**config.mk**
```make
export PLATFORM = sky130hd
export DESIGN_NAME = subcar_edge_demod
export DESIGN_NICKNAME = d
export VERILOG_FILES = /design/src/rtl/demod_pkg.sv /design/src/rtl/dm_tick_gen.sv /design/src/rtl/dm_rx_sync.sv /design/src/rtl/dm_edge_counter.sv /design/src/rtl/subcar_edge_demod.sv
export SDC_FILE = /design/constraint.sdc
export NUM_CORES = 1
export LEC_CHECK = 0
export BUFFER_PORTS_ARGS = -buffer_cell sky130_fd_sc_hd__buf_2
export CAP_MARGIN = 20
export CORE_MARGIN = 2
export CORE_UTILIZATION = 55
export DETAILED_ROUTE_END_ITERATION = 8
export PLACE_DENSITY_LB_ADDON = 0.1
export SKIP_LAST_GASP = 1
export SYNTH_ARGS = -nofsm -noshare
export SYNTH_HDL_FRONTEND = slang
export SYNTH_SLANG_ARGS = --single-unit
```
**constraint.sdc**
```tcl
create_clock -name clk -period 2.7 [get_ports clk]
set_input_delay 0.54 -clock clk [delete_from_list [all_inputs] [get_ports clk]]
set_output_delay 0.54 -clock clk [all_outputs]
set_load 0.02 [all_outputs]
```
**src/rtl/demod_pkg.sv**
```systemverilog
package demod_pkg;

  typedef enum logic [1:0] {
    ST_IDLE = 2'd0,
    ST_WAIT = 2'd1,
    ST_SLOT = 2'd2
  } dm_state_e;

  // A slot is a one when its change count lies strictly inside (lo, hi).
  function automatic logic slot_is_one(input int unsigned cnt,
                                       input int unsigned lo,
                                       input int unsigned hi);
    return (cnt > lo) && (cnt < hi);
  endfunction

  // Limit a requested bit count to the largest frame the block holds.
  function automatic int unsigned clamp_bits(input int unsigned req,
                                             input int unsigned lim);
    return (req > lim) ? lim : req;
  endfunction

endpackage

```
**src/rtl/dm_tick_gen.sv**
```systemverilog
module dm_tick_gen #(
  parameter int TICK_DIV = 32,
  parameter int TW       = 9
) (
  input  logic          clk,
  input  logic          rst_n,
  input  logic          restart_i,
  output logic          tick_o,
  output logic [TW-1:0] ticks_o
);
  localparam int DW = (TICK_DIV > 1) ? $clog2(TICK_DIV) : 1;

  logic [DW-1:0] div_q;

  assign tick_o = (div_q == DW'(TICK_DIV - 1));

  always_ff @(posedge clk or negedge rst_n) begin
    if (!rst_n) begin
      div_q   <= '0;
      ticks_o <= '0;
    end else if (restart_i) begin
      div_q   <= '0;
      ticks_o <= '0;
    end else if (tick_o) begin
      div_q   <= '0;
      ticks_o <= ticks_o + TW'(1);
    end else begin
      div_q   <= div_q + DW'(1);
    end
  end

  // A restart always leaves the prescaler at its start point
  AST_RESTART_CLEARS: assert property (@(posedge clk) disable iff (!rst_n)
    restart_i |=> (ticks_o == '0)) else $error("restart did not clear ticks");

endmodule

```
**src/rtl/dm_rx_sync.sv**
```systemverilog
module dm_rx_sync (
  input  logic clk,
  input  logic rst_n,
  input  logic rx_i,
  output logic edge_o
);
  logic meta_q, sync_q, prev_q;

  always_ff @(posedge clk or negedge rst_n) begin
    if (!rst_n) begin
      meta_q <= 1'b0;
      sync_q <= 1'b0;
      prev_q <= 1'b0;
    end else begin
      meta_q <= rx_i;
      sync_q <= meta_q;
      prev_q <= sync_q;
    end
  end

  assign edge_o = sync_q ^ prev_q;

  // An edge is reported only when the synchronized level just moved
  AST_EDGE_FOLLOWS_LEVEL: assert property (@(posedge clk) disable iff (!rst_n)
    $changed(sync_q) |-> edge_o) else $error("missed edge");

endmodule

```
**src/rtl/dm_edge_counter.sv**
```systemverilog
module dm_edge_counter #(
  parameter int CW = 6
) (
  input  logic          clk,
  input  logic          rst_n,
  input  logic          en_i,
  input  logic          clr_i,
  input  logic          edge_i,
  output logic [CW-1:0] count_o,
  output logic [CW-1:0] total_o
);
  localparam logic [CW-1:0] CMAX = {CW{1'b1}};

  // Count including the edge seen on the current cycle, saturated.
  assign total_o = (count_o == CMAX) ? CMAX : (count_o + CW'(edge_i));

  always_ff @(posedge clk or negedge rst_n) begin
    if (!rst_n)                                  count_o <= '0;
    else if (clr_i)                              count_o <= '0;
    else if (en_i && edge_i && count_o != CMAX)  count_o <= count_o + CW'(1);
  end

  AST_NO_OVERFLOW: assert property (@(posedge clk) disable iff (!rst_n)
    (count_o == CMAX && !clr_i) |=> (count_o == CMAX)) else $error("count wrapped");

  AST_COUNT_MONOTONIC: assert property (@(posedge clk) disable iff (!rst_n)
    (!clr_i) |=> (count_o >= $past(count_o))) else $error("count dropped");

endmodule

```
**src/rtl/subcar_edge_demod.sv**
```systemverilog
module subcar_edge_demod
  import demod_pkg::*;
#(
  parameter int TICK_DIV   = 32,
  parameter int WAIT_TICKS = 490,
  parameter int SLOT_TICKS = 150,
  parameter int EDGE_LO    = 20,
  parameter int EDGE_HI    = 60,
  parameter int CNT_W      = 6,
  parameter int MAX_BITS   = 16,
  parameter int REQ_W      = 5,
  parameter int BW         = $clog2(MAX_BITS + 1)
) (
  input  logic                clk,
  input  logic                rst_n,
  input  logic                frame_end_i,
  input  logic [REQ_W-1:0]    bit_req_i,
  input  logic                crypt_en_i,
  input  logic [MAX_BITS-1:0] key_i,
  input  logic                rx_i,
  output logic [MAX_BITS-1:0] word_o,
  output logic [BW-1:0]       bits_o,
  output logic                valid_o
);
  localparam int TMAX = (WAIT_TICKS > SLOT_TICKS) ? WAIT_TICKS : SLOT_TICKS;
  localparam int TW   = $clog2(TMAX + 1);
  localparam int IW   = (MAX_BITS > 1) ? $clog2(MAX_BITS) : 1;

  dm_state_e           state_q;
  logic [BW-1:0]       nbits_q;
  logic [IW-1:0]       idx_q;
  logic [MAX_BITS-1:0] key_q;
  logic                crypt_q;
  logic [MAX_BITS-1:0] acc_q;

  // Named internal events
  logic          tick;
  logic [TW-1:0] ticks;
  logic          start_ev, wait_end_ev, slot_end_ev, last_slot;
  logic          restart;
  logic          rx_edge;
  logic [CNT_W-1:0] slot_cnt, slot_total;
  logic          slot_one, bit_val;
  logic [BW-1:0] nbits_clamped;
  logic [MAX_BITS-1:0] word_next;

  assign nbits_clamped = BW'(clamp_bits(32'(bit_req_i), MAX_BITS));
  assign start_ev      = (state_q == ST_IDLE) && frame_end_i;
  assign wait_end_ev   = (state_q == ST_WAIT) && tick && (ticks == TW'(WAIT_TICKS - 1));
  assign slot_end_ev   = (state_q == ST_SLOT) && tick && (ticks == TW'(SLOT_TICKS - 1));
  assign last_slot     = ((BW'(idx_q) + BW'(1)) == nbits_q);
  assign restart       = start_ev | wait_end_ev | slot_end_ev;

  dm_tick_gen #(.TICK_DIV(TICK_DIV), .TW(TW)) u_tick (
    .clk(clk), .rst_n(rst_n), .restart_i(restart),
    .tick_o(tick), .ticks_o(ticks)
  );

  dm_rx_sync u_sync (
    .clk(clk), .rst_n(rst_n), .rx_i(rx_i), .edge_o(rx_edge)
  );

  dm_edge_counter #(.CW(CNT_W)) u_cnt (
    .clk(clk), .rst_n(rst_n),
    .en_i(state_q == ST_SLOT), .clr_i(slot_end_ev | start_ev),
    .edge_i(rx_edge), .count_o(slot_cnt), .total_o(slot_total)
  );

  assign slot_one  = slot_is_one(32'(slot_total), EDGE_LO, EDGE_HI);
  assign bit_val   = slot_one ^ (crypt_q & key_q[idx_q]);
  assign word_next = acc_q | (MAX_BITS'(bit_val) << idx_q);

  always_ff @(posedge clk or negedge rst_n) begin
    if (!rst_n) begin
      state_q <= ST_IDLE;
      nbits_q <= '0;
      idx_q   <= '0;
      key_q   <= '0;
      crypt_q <= 1'b0;
      acc_q   <= '0;
      word_o  <= '0;
      bits_o  <= '0;
      valid_o <= 1'b0;
    end else begin
      valid_o <= 1'b0;
      unique case (state_q)
        ST_IDLE: if (start_ev) begin
          state_q <= ST_WAIT;
          nbits_q <= nbits_clamped;
          idx_q   <= '0;
          acc_q   <= '0;
          key_q   <= key_i;
          crypt_q <= crypt_en_i;
        end
        ST_WAIT: if (wait_end_ev) begin
          if (nbits_q == '0) begin
            word_o  <= '0;
            bits_o  <= '0;
            valid_o <= 1'b1;
            state_q <= ST_IDLE;
          end else begin
            state_q <= ST_SLOT;
          end
        end
        ST_SLOT: if (slot_end_ev) begin
          acc_q <= word_next;
          if (last_slot) begin
            word_o  <= word_next;
            bits_o  <= nbits_q;
            valid_o <= 1'b1;
            state_q <= ST_IDLE;
          end else begin
            idx_q <= idx_q + IW'(1);
          end
        end
        default: state_q <= ST_IDLE;
      endcase
    end
  end

  AST_VALID_PULSE: assert property (@(posedge clk) disable iff (!rst_n)
    valid_o |=> !valid_o) else $error("strobe longer than one cycle");

  AST_BITS_CLAMP: assert property (@(posedge clk) disable iff (!rst_n)
    valid_o |-> (bits_o <= BW'(MAX_BITS))) else $error("bit count above limit");

  AST_UPPER_ZERO: assert property (@(posedge clk) disable iff (!rst_n)
    valid_o |-> ((32'(word_o) >> bits_o) == 0)) else $error("bits above frame set");

  AST_START_IGNORED: assert property (@(posedge clk) disable iff (!rst_n)
    (state_q == ST_SLOT && frame_end_i && !slot_end_ev) |=> (state_q == ST_SLOT)) else $error("restart mid-frame");

  AST_OUT_HOLD: assert property (@(posedge clk) disable iff (!rst_n)
    !valid_o |-> ($stable(word_o) && $stable(bits_o))) else $error("outputs moved");

endmodule

```
# After elaboration in Yosys (flattened, before gate mapping)
# Index checks and enable logic that the tools add are counted.
totals:
  elab_cells: 104
  mem_bits_rw: 0
  register_bits: 89
  mem_count: 0
  mem_bits_ro: 0
  latchBits: 0
op_classes:
  magnitude_cmp: 4
  eq_ne: 14
  bitwise_logic: 7
  reduce_logical: 19
  mux: 38
  n_div: 0
  n_addsub: 6
  mul: 0
  shift: 1
op_table:
  columns: ["operator", "count"]
  rows:
  - ["16-bit two-way mux", 6]
  - ["16-bit case mux with 2 select lines", 2]
  - ["5-bit two-way mux", 7]
  - ["6-bit two-way mux", 3]
  - ["9-bit two-way mux", 2]
  - ["16-bit bitwise OR", 1]
  - ["1-bit by 4-bit << shifter with 16-bit output", 1]
  - ["4-bit two-way mux", 3]
  - ["2-bit two-way mux", 5]
  - ["2-bit != test, second input constant", 5]
  - ["5-bit case mux with 2 select lines", 1]
  - ["9-bit by 1-bit adder with 9-bit output, second input constant", 1]
  - ["9-bit by 8-bit equality test with 1-bit output, second input constant", 1]
  - ["9-bit equality test, second input constant", 1]
  - ["1-bit logical AND", 8]
  - ["4-bit case mux with 2 select lines", 1]
  - ["4-bit AND reduction", 2]
  - ["2-bit nonzero test", 4]
  - ["6-bit by 1-bit adder with 6-bit output", 1]
  - ["6-bit by 1-bit adder with 6-bit output, second input constant", 1]
  - ["6-bit equality test, second input constant", 1]
  - ["6-bit by 5-bit > comparator with 1-bit output, second input constant", 1]
  - ["6-bit less-than comparator, second input constant", 1]
  - ["6-bit != test, second input constant", 1]
  - ["other kinds (22)", 29]

# Logic depth before layout (Yosys ltp)
logic_depth:
  depth_word: 11
  ltp_mapped: 12
  ltp_nobuf: 9

# Modules after synthesis
# A second synthesis with hierarchy kept.
hier_totals:
  cells_unflattened: 421
  area_unflattened_um2: 4413.0
by_module_without_submodules:
  columns: ["mod", "area_per_inst_um2", "cells_each", "n_inst"]
  rows:
  - ["subcar_edge_demod", 3235.6, 310, 1]
  - ["dm_tick_gen", 643.1, 59, 1]
  - ["dm_edge_counter", 450.4, 48, 1]
  - ["dm_rx_sync", 83.8, 4, 1]

# Worst setup path before layout
# OpenSTA, ideal clock, no wires.
synth_timing:
  path_type: "register to register"
  startpoint: "reg u_tick.div_q[0]"
  endpoint: "reg acc_q[6]"
  required_time_ps: 2569
  path_stages_with_launch: 13
  setup_slack_ps: 288
  arrival_time_ps: 2281
  setup_time_ps: 131
  path_cell_list: "dfrtp_1 ha_1 and3_1 ha_1 buf_2 nand3_1 or4_1 a2bb2oi_1 buf_4 nand2_2 buf_2 nand2_1 o31ai_1"
synth_via:
  elab_chain_cells: 5
synth_rtl:
  columns: ["element", "line", "text"]
  rows:
  - ["from (decl)", "dm_tick_gen.sv:13", "logic [DW-1:0] div_q;"]
  - ["from (signal assigned)", "dm_tick_gen.sv:28", "div_q <= div_q + DW'(1);"]
  - ["5-bit equality test", "dm_tick_gen.sv:15", "assign tick_o = (div_q == DW'(TICK_DIV - 1));"]
  - ["1-bit logical AND (2 in series)", "subcar_edge_demod.sv:50", "assign slot_end_ev = (state_q == ST_SLOT) && tick && (ticks == TW'(SLOT_TICKS - 1));"]
  - ["2-bit != test (no source line)", null, null]
  - ["3-bit AND reduction (no source line)", null, null]
  - ["to (signal assigned)", "subcar_edge_demod.sv:106", "acc_q <= word_next;"]
  - ["to (decl)", "subcar_edge_demod.sv:34", "logic [MAX_BITS-1:0] acc_q;"]
# Every way passes these cells.
# A chain may end at the register's enable or synchronous reset.

# Worst setup path in the final report
layout_timing:
  startpoint: "reg u_tick.div_q[0]"
  endpoint: "reg word_o[1]"
layout_via:
  elab_chain_cells: 5
  word_cells_on_any_way: 8
  classes_between: "3 x eq/ne; 5 x reduce/logical"
layout_rtl:
  columns: ["element", "line", "text"]
  rows:
  - ["5-bit equality test *", "dm_tick_gen.sv:15", null]
  - ["1-bit logical AND, on equally long branches (2 in series)", "subcar_edge_demod.sv:50, subcar_edge_demod.sv:49", null]
  - ["2-bit != test (no source line)", null, null]
  - ["5-bit AND reduction (no source line) *", null, null]
  - ["to (signal assigned)", "subcar_edge_demod.sv:108", "word_o <= word_next;"]
  - ["to (decl)", "subcar_edge_demod.sv:21", "output logic [MAX_BITS-1:0] word_o,"]
# Mark *: on every way between the ends. The rest lies on a longest branch, timed or not.

==> key figures <==
Pwr
  – Sequential power share: 41.3%
  – Tot Pwr: 0.00454 W
  – Clk pwr share: roughly 20%
  – Logic pwr share: between 30% and 40%
  – VDD IR max: 0.000454 V
  – Leakage power: 2.33 nW
  – Power per cell area: 873 nW/um2
  – Net Sw Frac: 38.5%
  – Cell internal pwr: 0.00279 W
  – Switching power: 0.00174 W

Finish
  – Synth-to-layout area growth: 11.7%
  – Fillers: 686
  – Layout cells sized above 1: approximately 23%
  – Final nets: between 500 and 600
  – Number of inserted diodes: 0

Yosys
  – Post-synthesis sequential area ratio: 47.9%
  – Distinct cells, synth: 64
  – Post-Syn Nets: 498
  – Gate Count Post-Synth: 461
  – Synth area leaders: dfrtp_1, mux2_2, nand2_1
  – Avg Synthesized Cell Area: 10.1 um2
  – Synthesized flop and latch total: 89
  – Most used DFF post-synth: dfrtp_1
  – Post-synth EDFFs: 0
  – Top cells by count, synth: dfrtp_1, nand2_1, nand3_1
  – Synth Warn #: 0
  – Yosys top cell area share: 47.9%
  – Post-synth top area cell: dfrtp_1
  – Most common cell in the netlist: dfrtp_1
  – Syn Std Cell Area: 4650 um2
  – Share of flip-flops with an asynchronous set or reset: 100%

Setup path
  – R2r setup slk: about 0.21 ns
  – FF-to-FF path depth: 10
  – Crit path top cell by count: ha_1
  – CP peak stage delay: 0.41 ns
  – Critical path fanouts, max: 8
  – Reg2reg end: word_o[1]$_DFFE_PN0P_
  – Arr. time, crit path: 2.74 ns
  – CP required: 2.95 ns
  – Reg-to-Reg Start: u_tick.div_q[0]$_DFF_PN0_
  – CP max-delay cell: or2_1
  – Worst setup SP type: register
  – CP cell instances: ha_1 -> and3_1 -> ha_1 -> nand3_1 -> nor4_2 -> buf_4 -> o2111ai_4 -> or2_1 -> o21ai_1 -> a21oi_1
  – CP endpoint kind: register
  – Crit Path Class: register to register

Detailed routing
  – DRT iter0 DRCs: 147
  – Detailed-route vias per instance: between 5 and 6
  – Final wirelength: 9730 um
  – Post-DR wirelength/cell: ~16 um
  – DRC viols: 0
  – Routed Antenna Nets: 0
  – Drt pass-1 iters: 4
  – Vias post-DR: 3553

Global routing
  – Initial antenna violation count: 0
  – Pin count of the biggest net entering global routing: 42
  – First-pass GRT wire length: between 15000 and 20000 um
  – GRT Residual Overflow: 0
  – Gr usage total: 23.7%
  – Vias in the first global route: between 3k and 4k

STA
  – Crit share post-route: 92.3%
  – Clk_skew: 0.0127 ns
  – Hold Vio Cnt, Final: 0
  – FMAX: 401 MHz
  – # setup viols final: 0
  – Slew Viols, Final: 0
  – Worst slew pin tran: 0.591 ns
  – Unrepaired setup endpoints after global routing: no
  – Setup TNS: 0 ns
  – Slew HR: 60.5%
  – Tmin final: between 2 and 2.5 ns

Floorplan
  – Die width: between 90 and 100 um
  – Row count: 33
  – CORE AREA: between 8000 and 9000 um2
  – Die H: between 90 and 100 um
  – Die area: 9200 um2
  – Initial core utilization: 56.6%
  – I/O Pins: 48

Clock tree
  – CTS hold repair buffers: 0
  – CTS tree: done
  – Clock latency on the worst-skew pair: 0.37 ns
  – Clock Path Buffers: 2
  – Setup Buffers After CTS: 0
  – Sink Count: 89
  – H-tree levels: 3
  – Clk root buf: clkbuf_8
  – CTS resizes: 0
  – CTS Buf Count: 9
  – Reg clk slew, reported paths: 0.09 ns

Run
  – MaxCap Viol Count: 0

Worst hold path
  – Hold crit path type: primary input to async pin

Placement
  – Post-DP HPWL: roughly 7000 um
  – Port bufs: 47
  – Gp weighted congestion: 0.858

Status
  – Run status: complete, no violations
metrics by stage:
stage	utilization (%)	hold WS [ns]	setup WS [ns]	std cells	cell area, um2
finish	63.2	0.0691	0.209	615	5190
detailed placement	60.7	0.339	0.0683	599	4980
CTS	63.1	0.0711	0.0484	615	5180
floorplan	-	0.244	0.288	461	4650
global placement	60.7	0.337	0.122	599	4980
global route	63.2	0.0805	0.0349	615	5190
sequential cells by signal, summed over array words and instances, names as in the netlist, 2 cells and up:
| name | cells |
|---|---|
| key_q | 16 |
| state_q | 2 |
| word_o | 16 |
| bits_o | 5 |
| u_tick.div_q | 5 |
| u_tick.ticks_o | 9 |
| idx_q | 4 |
| u_cnt.count_o | 6 |
| nbits_q | 5 |
| acc_q | 16 |
logic make-up (layout without fill, tap and decap cells):
kind of cell             after synthesis  count (layout)  share of synthesized area [%]
AND/OR/NAND/NOR                      177             177                           19.0
XOR/XNOR                              21              21                           4.12
adder cells (fa/ha/maj)               11              11                           2.96
flip-flops                            89              89                           47.9
AO/OA/AOI/OAI                         99              99                           14.7
multiplexers                          28              28                           7.08
buffers and inverters                 36              85                           4.23
layout by cell type (no fill, tap or decap), drive strengths merged, types with 3 or more instances in the layout:
master    synthesis  final
nand2b            7      7
xnor2             9      9
nor2b             4      4
xor2             12     12
a22o              3      3
clkinvlp          0      4
and2              4      4
nand2            54     54
buf              20     62
inv               7      7
o31ai             3      3
o2111ai           4      4
ha               11     11
a211oi            7      7
a22oi             5      5
and3              9      9
mux2i             7      7
o211ai           13     13
nand3            34     34
nor3              5      5
a21oi            11     11
nand4             8      8
mux2             19     19
or2               4      4
clkbuf            9     10
nor2             36     36
o21ai            41     41
dfrtp            89     89
a31oi             4      4
worst max path at each step:
stage / start / endpoint / slack [ns]
after global routing: u_tick.div_q[0]$_DFF_PN0_ / word_o[1]$_DFFE_PN0P_ / 0.03
after CTS: u_sync.sync_q$_DFF_PN0_ / word_o[6]$_DFFE_PN0P_ / 0.05
final: u_tick.div_q[0]$_DFF_PN0_ / word_o[1]$_DFFE_PN0P_ / 0.21
after detailed placement: u_sync.sync_q$_DFF_PN0_ / word_o[6]$_DFFE_PN0P_ / 0.07
after floorplan: u_tick.div_q[0]$_DFF_PN0_ / acc_q[6]$_DFFE_PN0P_ / 0.29
after global placement: u_sync.sync_q$_DFF_PN0_ / word_o[6]$_DFFE_PN0P_ / 0.12
area by class of cell:
| cell class | count | area [um2] | area share [%] |
|---|---|---|---|
| clock buffers | 10 | 128 | 2.46 |
| inverters | 7 | 26.3 | 0.506 |
| clock inverters | 6 | 68.8 | 1.32 |
| multi-input cells | 336 | 2240 | 43.1 |
| repair buffers | 62 | 375 | 7.23 |
| flip-flops and latches | 89 | 2230 | 42.9 |
| well taps | 105 | 131 | 2.53 |
power by group through the flow:
stage | Clock (W) | Combinational, W | Sequential (W)
after floorplan | 0 | 0.00128 | 0.00191
after global placement | 0 | 0.00171 | 0.00189
after detailed placement | 0 | 0.00173 | 0.00191
after CTS | 0.000940 | 0.00174 | 0.00188
after global routing | 0.00100 | 0.00193 | 0.00193
final | 0.000919 | 0.00174 | 0.00187
worst max-delay path: cells and delay by family, from the launching register on:
| family | cells | cell delay, ns |
|---|---|---|
| AND/OR/NAND/NOR | 4 | 0.98 |
| AO/OA/AOI/OAI | 3 | 0.49 |
| flip-flops | 1 | 0.38 |
| adder cells (fa/ha/maj) | 2 | 0.34 |
| buffers and inverters | 1 | 0.18 |
metal layers:
layer | vias up | global-route usage, % | part of all wire, %
met5 | - | 0 | 0
met4 | 0 | 8.33 | 1.8
met3 | 15 | 4.39 | 4.8
met2 | 98 | 38.2 | 47
met1 | 1715 | 32.3 | 46
li1 | 1725 | - | -
No activity file was read; power rests on OpenSTA's default activity.
